[config.mk]
export PLATFORM = sky130hd
export DESIGN_NAME = ushift_top
export DESIGN_NICKNAME = d
export VERILOG_FILES = /design/src/rtl/ssi_pkg.sv /design/src/rtl/ssi_pin_sync.sv /design/src/rtl/ssi_event_sel.sv /design/src/rtl/ssi_shift_unit.sv /design/src/rtl/ushift_top.sv
export SDC_FILE = /design/constraint.sdc
export NUM_CORES = 1
export LEC_CHECK = 0
export BUFFER_PORTS_ARGS = -buffer_cell sky130_fd_sc_hd__buf_2
export CAP_MARGIN = 10
export CORE_MARGIN = 1
export CORE_UTILIZATION = 48
export DETAILED_ROUTE_END_ITERATION = 8
export PLACE_DENSITY = 0.83
export SYNTH_ARGS = -nofsm -noshare
export SYNTH_HDL_FRONTEND = slang
export SYNTH_SLANG_ARGS = --single-unit
export TNS_END_PERCENT = 50
[constraint.sdc]
create_clock -name clk -period 2.9 [get_ports clk]
set_input_delay 0.58 -clock clk [delete_from_list [all_inputs] [get_ports clk]]
set_output_delay 0.58 -clock clk [all_outputs]
set_load 0.02 [all_outputs]
[src/rtl/ssi_pkg.sv]
package ssi_pkg;
  typedef enum logic [1:0] {
    MODE_OFF  = 2'd0,
    MODE_3W   = 2'd1,
    MODE_2W   = 2'd2,
    MODE_OFF2 = 2'd3
  } ssi_mode_e;

  typedef enum logic [1:0] {
    SRC_SW       = 2'd0,
    SRC_TIMER    = 2'd1,
    SRC_EXT_RISE = 2'd2,
    SRC_EXT_FALL = 2'd3
  } ssi_src_e;

  typedef struct packed {
    logic shift;
    logic count;
    logic latch;
  } ssi_evt_t;
endpackage

[src/rtl/ssi_pin_sync.sv]
module ssi_pin_sync #(
  parameter int STAGES = 2
) (
  input  logic clk,
  input  logic rst,
  input  logic pin,
  output logic lvl,
  output logic prev
);
  logic [STAGES-1:0] chain;

  for (genvar i = 0; i < STAGES; i++) begin : g_stage
    if (i == 0) begin : g_first
      always_ff @(posedge clk) begin
        if (rst) chain[0] <= 1'b0;
        else     chain[0] <= pin;
      end
    end else begin : g_next
      always_ff @(posedge clk) begin
        if (rst) chain[i] <= 1'b0;
        else     chain[i] <= chain[i-1];
      end
    end
  end

  always_ff @(posedge clk) begin
    if (rst) prev <= 1'b0;
    else     prev <= chain[STAGES-1];
  end

  assign lvl = chain[STAGES-1];

  // level seen now becomes the previous sample one cycle later
  assert_prev_follows_R2: assert property (@(posedge clk) disable iff (rst)
    lvl |=> prev);
endmodule

[src/rtl/ssi_event_sel.sv]
module ssi_event_sel import ssi_pkg::*; (
  input  logic       clk,
  input  logic       rst,
  input  logic       active,
  input  logic       two_wire,
  input  logic [1:0] src,
  input  logic       sw_shift,
  input  logic       sw_toggle,
  input  logic       timer_match,
  input  logic       sck_lvl,
  input  logic       sck_prev,
  output logic       clk_out,
  output ssi_evt_t   evt
);
  ssi_src_e src_eff;
  logic     rise_e;
  logic     fall_e;
  logic     toggle_e;

  assign rise_e = sck_lvl & ~sck_prev;
  assign fall_e = ~sck_lvl & sck_prev;

  always_comb begin
    src_eff = ssi_src_e'(src);
    if (two_wire && src_eff == SRC_EXT_FALL) src_eff = SRC_EXT_RISE;
  end

  always_comb begin
    evt      = '0;
    toggle_e = 1'b0;
    if (active) begin
      unique case (src_eff)
        SRC_SW: begin
          evt.shift = sw_shift;
          evt.count = sw_toggle;
          evt.latch = sw_toggle & clk_out;
          toggle_e  = sw_toggle;
        end
        SRC_TIMER: begin
          evt.shift = timer_match & ~clk_out;
          evt.count = timer_match;
          evt.latch = timer_match & clk_out;
          toggle_e  = timer_match;
        end
        SRC_EXT_RISE: begin
          evt.shift = rise_e;
          evt.count = rise_e | fall_e;
          evt.latch = fall_e;
          toggle_e  = sw_toggle;
        end
        SRC_EXT_FALL: begin
          evt.shift = fall_e;
          evt.count = rise_e | fall_e;
          evt.latch = rise_e;
          toggle_e  = sw_toggle;
        end
      endcase
    end
  end

  always_ff @(posedge clk) begin
    if (rst)           clk_out <= 1'b0;
    else if (toggle_e) clk_out <= ~clk_out;
  end

  assert_idle_clock_R12: assert property (@(posedge clk) disable iff (rst)
    !active |=> $stable(clk_out));
endmodule

[src/rtl/ssi_shift_unit.sv]
module ssi_shift_unit import ssi_pkg::*; #(
  parameter int DATA_W = 8,
  parameter int CNT_W  = 4
) (
  input  logic              clk,
  input  logic              rst,
  input  ssi_evt_t          evt,
  input  logic              di,
  input  logic              data_we,
  input  logic [DATA_W-1:0] data_wdata,
  input  logic              cnt_we,
  input  logic [CNT_W-1:0]  cnt_wdata,
  input  logic              ovf_clr,
  output logic [DATA_W-1:0] data_q,
  output logic [DATA_W-1:0] buf_q,
  output logic [CNT_W-1:0]  cnt_q,
  output logic              latch_q,
  output logic              ovf_q
);
  localparam int MSB = DATA_W - 1;

  logic [DATA_W-1:0] data_nxt;
  logic              wrap;

  always_comb begin
    if (data_we)        data_nxt = data_wdata;
    else if (evt.shift) data_nxt = {data_q[MSB-1:0], di};
    else                data_nxt = data_q;
  end

  assign wrap = evt.count & ~cnt_we & (cnt_q == {CNT_W{1'b1}});

  always_ff @(posedge clk) begin
    if (rst) begin
      data_q  <= '0;
      buf_q   <= '0;
      cnt_q   <= '0;
      latch_q <= 1'b0;
      ovf_q   <= 1'b0;
    end else begin
      data_q <= data_nxt;
      if (cnt_we)         cnt_q <= cnt_wdata;
      else if (evt.count) cnt_q <= cnt_q + 1'b1;
      if (wrap) buf_q <= data_nxt;
      if (data_we)        latch_q <= data_wdata[MSB];
      else if (evt.latch) latch_q <= data_q[MSB];
      if (wrap)         ovf_q <= 1'b1;
      else if (ovf_clr) ovf_q <= 1'b0;
    end
  end

  assert_hold_data_R2: assert property (@(posedge clk) disable iff (rst)
    !(evt.shift || data_we) |=> $stable(data_q));

  assert_count_step_R5: assert property (@(posedge clk) disable iff (rst)
    (evt.count && !cnt_we) |=> (cnt_q == CNT_W'($past(cnt_q) + 1'b1)));

  assert_buf_on_wrap_R6: assert property (@(posedge clk) disable iff (rst)
    (buf_q != $past(buf_q)) |-> (cnt_q == '0 && ovf_q));

  assert_wrap_sets_R11: assert property (@(posedge clk) disable iff (rst)
    (evt.count && !cnt_we && cnt_q == {CNT_W{1'b1}}) |=> ovf_q);
endmodule

[src/rtl/ushift_top.sv]
module ushift_top import ssi_pkg::*; #(
  parameter int DATA_W      = 8,
  parameter int CNT_W       = 4,
  parameter int SYNC_STAGES = 2
) (
  input  logic              clk,
  input  logic              rst,
  input  logic [1:0]        cfg_mode,
  input  logic [1:0]        cfg_src,
  input  logic              cfg_hold_en,
  input  logic              ovf_ie,
  input  logic              start_ie,
  input  logic              data_we,
  input  logic [DATA_W-1:0] data_wdata,
  input  logic              cnt_we,
  input  logic [CNT_W-1:0]  cnt_wdata,
  input  logic [1:0]        flag_clr,
  input  logic              sw_shift,
  input  logic              sw_toggle,
  input  logic              timer_match,
  input  logic              sck_pin,
  input  logic              di_pin,
  output logic              do_pin,
  output logic              clk_drive,
  output logic              sda_pull_low,
  output logic              scl_hold_low,
  output logic [DATA_W-1:0] data_q,
  output logic [DATA_W-1:0] buf_q,
  output logic [CNT_W-1:0]  cnt_q,
  output logic              ovf_flag,
  output logic              start_flag,
  output logic              irq_ovf,
  output logic              irq_start
);
  ssi_mode_e mode;
  logic      active, two_wire;
  logic      sck_lvl, sck_prev, di_lvl, di_prev;
  logic      start_det, latch_q;
  ssi_evt_t  evt;

  assign mode     = ssi_mode_e'(cfg_mode);
  assign two_wire = (mode == MODE_2W);
  assign active   = (mode == MODE_3W) || two_wire;

  ssi_pin_sync #(.STAGES(SYNC_STAGES)) u_sck_sync (
    .clk(clk), .rst(rst), .pin(sck_pin), .lvl(sck_lvl), .prev(sck_prev)
  );

  ssi_pin_sync #(.STAGES(SYNC_STAGES)) u_di_sync (
    .clk(clk), .rst(rst), .pin(di_pin), .lvl(di_lvl), .prev(di_prev)
  );

  ssi_event_sel u_evt (
    .clk(clk), .rst(rst), .active(active), .two_wire(two_wire), .src(cfg_src),
    .sw_shift(sw_shift), .sw_toggle(sw_toggle), .timer_match(timer_match),
    .sck_lvl(sck_lvl), .sck_prev(sck_prev), .clk_out(clk_drive), .evt(evt)
  );

  ssi_shift_unit #(.DATA_W(DATA_W), .CNT_W(CNT_W)) u_shift (
    .clk(clk), .rst(rst), .evt(evt), .di(di_lvl),
    .data_we(data_we), .data_wdata(data_wdata),
    .cnt_we(cnt_we), .cnt_wdata(cnt_wdata), .ovf_clr(flag_clr[0]),
    .data_q(data_q), .buf_q(buf_q), .cnt_q(cnt_q),
    .latch_q(latch_q), .ovf_q(ovf_flag)
  );

  assign start_det = two_wire & di_prev & ~di_lvl & sck_lvl & sck_prev;

  always_ff @(posedge clk) begin
    if (rst)              start_flag <= 1'b0;
    else if (start_det)   start_flag <= 1'b1;
    else if (flag_clr[1]) start_flag <= 1'b0;
  end

  assign do_pin       = latch_q;
  assign sda_pull_low = two_wire & ~latch_q;
  assign scl_hold_low = two_wire & cfg_hold_en & start_flag;
  assign irq_ovf      = ovf_flag & ovf_ie;
  assign irq_start    = start_flag & start_ie;

  assert_start_only_2w_R10: assert property (@(posedge clk) disable iff (rst)
    $rose(start_flag) |-> $past(two_wire));

  assert_hold_needs_start_R10: assert property (@(posedge clk) disable iff (rst)
    scl_hold_low |-> start_flag);

  assert_irq_gated_R13: assert property (@(posedge clk) disable iff (rst)
    (irq_ovf |-> ovf_flag) and (irq_start |-> start_flag));
endmodule

==> out/qor.yml <==
floorplanning:
  die_w_um: 58.2
  coreArea_um2: 3030
  rows: 20
  die_area_um2: 3390
  start_util_pct: 50.0
  die_h_um: 58.2
  io_pins: 58
global_route:
  track_usage_pct: 19.4
  top_usage_layer: "met2"
  grt_pass1_vias: 1128
  grt-ovfl-total: 0
  gr-usage-met2_pct: 28.7
  grt_pass1_wl_um: 4900
  antenna_found_initial: 0
  grt.met1_usage_pct: 23.9
  grt_max_degree: 38
  grtUsageMet3_pct: 7.37
pwr:
  leakagePower_nw: 0.866
  ir_worst_vdd_mv: 0.240
  power.density_nw_per_um2: 452
clocking:
  cts_made_buffers: 5
  insertion_delay_ns: 0.33
  htree_levels: 2
  post_cts_buffers: 0
  clk_pin_slew_ns: 0.09
  cts_buffer_depth: 2
  cts_resized: 0
  cts.sinks: 30
  cts-root-buf: "clkbuf_4"
  cts_tree: "yes"
  hold_buffers: 0
worst_setup_path:
  r2r-end: "u_shift.buf_q[0]$_SDFFE_PP0P_"
  path_max_fanout: 8
  crit_required_ns: 3.11
  path_class: "in2reg"
  r2r_slack_ns: 0.83
  critPathSlowestCell: "a221o_1"
  worstReg2RegStart: "u_sck_sync.lvl$_SDFF_PP0_"
  critical_path.endpoint: "u_shift.buf_q[2]$_SDFFE_PP0P_"
  critPathLaunch: "cfg_mode[0]"
  start_kind: "input port"
  cp_common_cell: "mux2i_1"
  slowest_delay_ns: 0.49
  crit_chain: "buf_2 > inv_1 > ha_1 > and2b_1 > mux2i_1 > a221o_1 > mux2i_1 > o221ai_2"
  setup.worst_path.end_class: "register"
  critical_path_arrival_ns: 2.36
  r2r_cells: 7
route:
  drt_iter0_markers: 26
  drc: 1
  wirelength_um: 3030
  viasPerCell: 5.24
  post_drt_wl_per_cell_um: 11.9
  vias: 1341
  ant_nets: 0
  dr.pass1.iters: 8
synthesis:
  synth.cell_area_um2: 1520
  synth_seq_cells: 30
  yosys-top-cells-area: "dfxtp_1 (40%), mux2i_1 (8.6%), o221ai_2 (6.9%), nand4b_1 (4.0%), a211oi_1 (4.0%)"
  syn_area_per_cell_um2: 9.78
  ys.flop_type: "dfxtp_1"
  synth_nets: 189
  yosysMostFrequentCell: "dfxtp_1"
  syn_inst: 155
  yosysUniqueCellTypes: 39
  yosysSeqAreaShare_pct: 39.6
  synth_commonest_cells: "dfxtp_1 (30), nor2_1 (14), mux2i_1 (13)"
  yosysTopAreaCellShare_pct: 39.6
  yosysWarnings: 0
  synth_edf_count: 0
  synthArstFlopShare_pct: 0
  yosys.area.top_type: "dfxtp_1"
cells_and_area:
  area_growth_pct: 24.0
  layout-drive-gt1-share_pct: 35.8
  fillers: 276
  final_nets: 245
  antennaDiodeCount: 0
  final_cells: 256
  multiInputGateArea_um2: 845
  seqCellArea_um2: 601
run:
  cap_violations: 0
timing:
  tightest_slew_ns: 0.574
  rsz0062_at_grt: "no"
  slew_violations: 0
  max_freq_mhz: 466
  fin_skew_ns: 0.00988
  hold_ws_ns: 0.445
  min_period_ns: 2.15
  setup_viol: 0
  setup_tns_ns: 0
  hold_violations: 0
  fin_crit_sh_pct: 74.0
  slew_headroom_pct: 61.8
place:
  gp_congestion: 0.752
  place_hpwl_um: 2200
  portBuffers: 57
  dp.cells: 248
status:
  outcome: "finished with violations"
  failed_checks: "DRC"
min_path:
  min_from: "u_sck_sync.chain[0]$_SDFF_PP0_"
  min_path_type: "reg2reg"
[critical path: cells and delay by family]
kind / cells / cell delay (ns)
and+or+nand+nor: 1 / 0.25
muxes: 2 / 0.56
adders and majority gates: 1 / 0.23
buffers and inverters: 2 / 0.11
AOI/OAI and AO/OA: 2 / 0.62
[layout by cell type, fill, tap and decap left out, types with 2 or more instances in the layout]
master,instances
nor2b_1,7
buf_2,57
nand2_1,5
xnor2_1,2
and2_1,2
a21oi_1,6
clkbuf_4,5
o21ai_0,2
dfxtp_1,30
inv_1,6
o221ai_2,7
nand4b_1,7
nand2b_1,9
nor2_1,14
a211oi_1,8
or3_1,3
ha_1,4
nand3_1,2
mux2i_1,13
[layout make-up]
cell class | count | share of cell area (%)
Clock inverter | 1 | 0.266
Multi-Input combinational cell | 109 | 44.9
Sequential cell | 30 | 32.0
Timing Repair Buffer | 58 | 15.6
Clock buffer | 7 | 2.93
Tap cell | 44 | 2.93
Inverter | 7 | 1.40
[layer usage]
layer | part of all wire (%) | vias up | routed length, µm
met5 | 0 | - | 0
met4 | 2.0 | 0 | 60
met3 | 5.2 | 7 | 157
met2 | 46 | 36 | 1400
met1 | 47 | 621 | 1410
li1 | - | 677 | -
[per-stage QoR]
stage	total power, mW	instance area, µm²	util (%)	setup WS (ns)
floorplan	0.549	1520	-	0.769
CTS	0.859	1880	62.1	0.732
global route	0.893	1880	62.1	0.614
global placement	0.599	1820	60.1	0.434
detailed placement	0.601	1820	60.1	0.377
finish	0.849	1880	62.1	0.753
[sequential cells by signal, indices dropped and copies added (netlist names)]
| register | cells |
|---|---|
| u_shift.buf_q | 8 |
| u_shift.data_q | 8 |
| start_flag | 1 |
| u_sck_sync.chain | 1 |
| u_shift.ovf_q | 1 |
| u_di_sync.lvl | 1 |
| u_evt.clk_out | 1 |
| u_sck_sync.prev | 1 |
| u_sck_sync.lvl | 1 |
| u_shift.cnt_q | 4 |
| u_di_sync.prev | 1 |
| u_shift.latch_q | 1 |
| u_di_sync.chain | 1 |
[kinds of logic after synthesis]
kind of cell / Yosys count / share of synthesized area, %
xor+xnor: 2 / 1.16
compound gates: 32 / 19.5
fa+ha+maj: 4 / 3.30
flops: 30 / 39.6
buf+inv: 16 / 4.62
simple gates: 56 / 21.5
mux: 15 / 10.3
[how the worst min path moves through the flow]
| stage | slack (ns) | to | cells past startpoint |
|---|---|---|---|
| floorplan | 0.41 | u_di_sync.lvl$_SDFF_PP0_ | 1 |
| CTS | 0.44 | u_sck_sync.chain[0]$_SDFF_PP0_ | 2 |
| detailed placement | 0.43 | u_sck_sync.lvl$_SDFF_PP0_ | 1 |
| finish | 0.44 | u_sck_sync.lvl$_SDFF_PP0_ | 1 |
| global placement | 0.42 | u_di_sync.lvl$_SDFF_PP0_ | 1 |
| global route | 0.46 | u_sck_sync.chain[0]$_SDFF_PP0_ | 2 |
[power by group]
part           leakage [nW]  internal, mW  switching [mW]
registers             0.246         0.430          0.0135
clock network        0.0353         0.117           0.142
logic                 0.584        0.0627          0.0838
(Power assumes the default switching activity.)
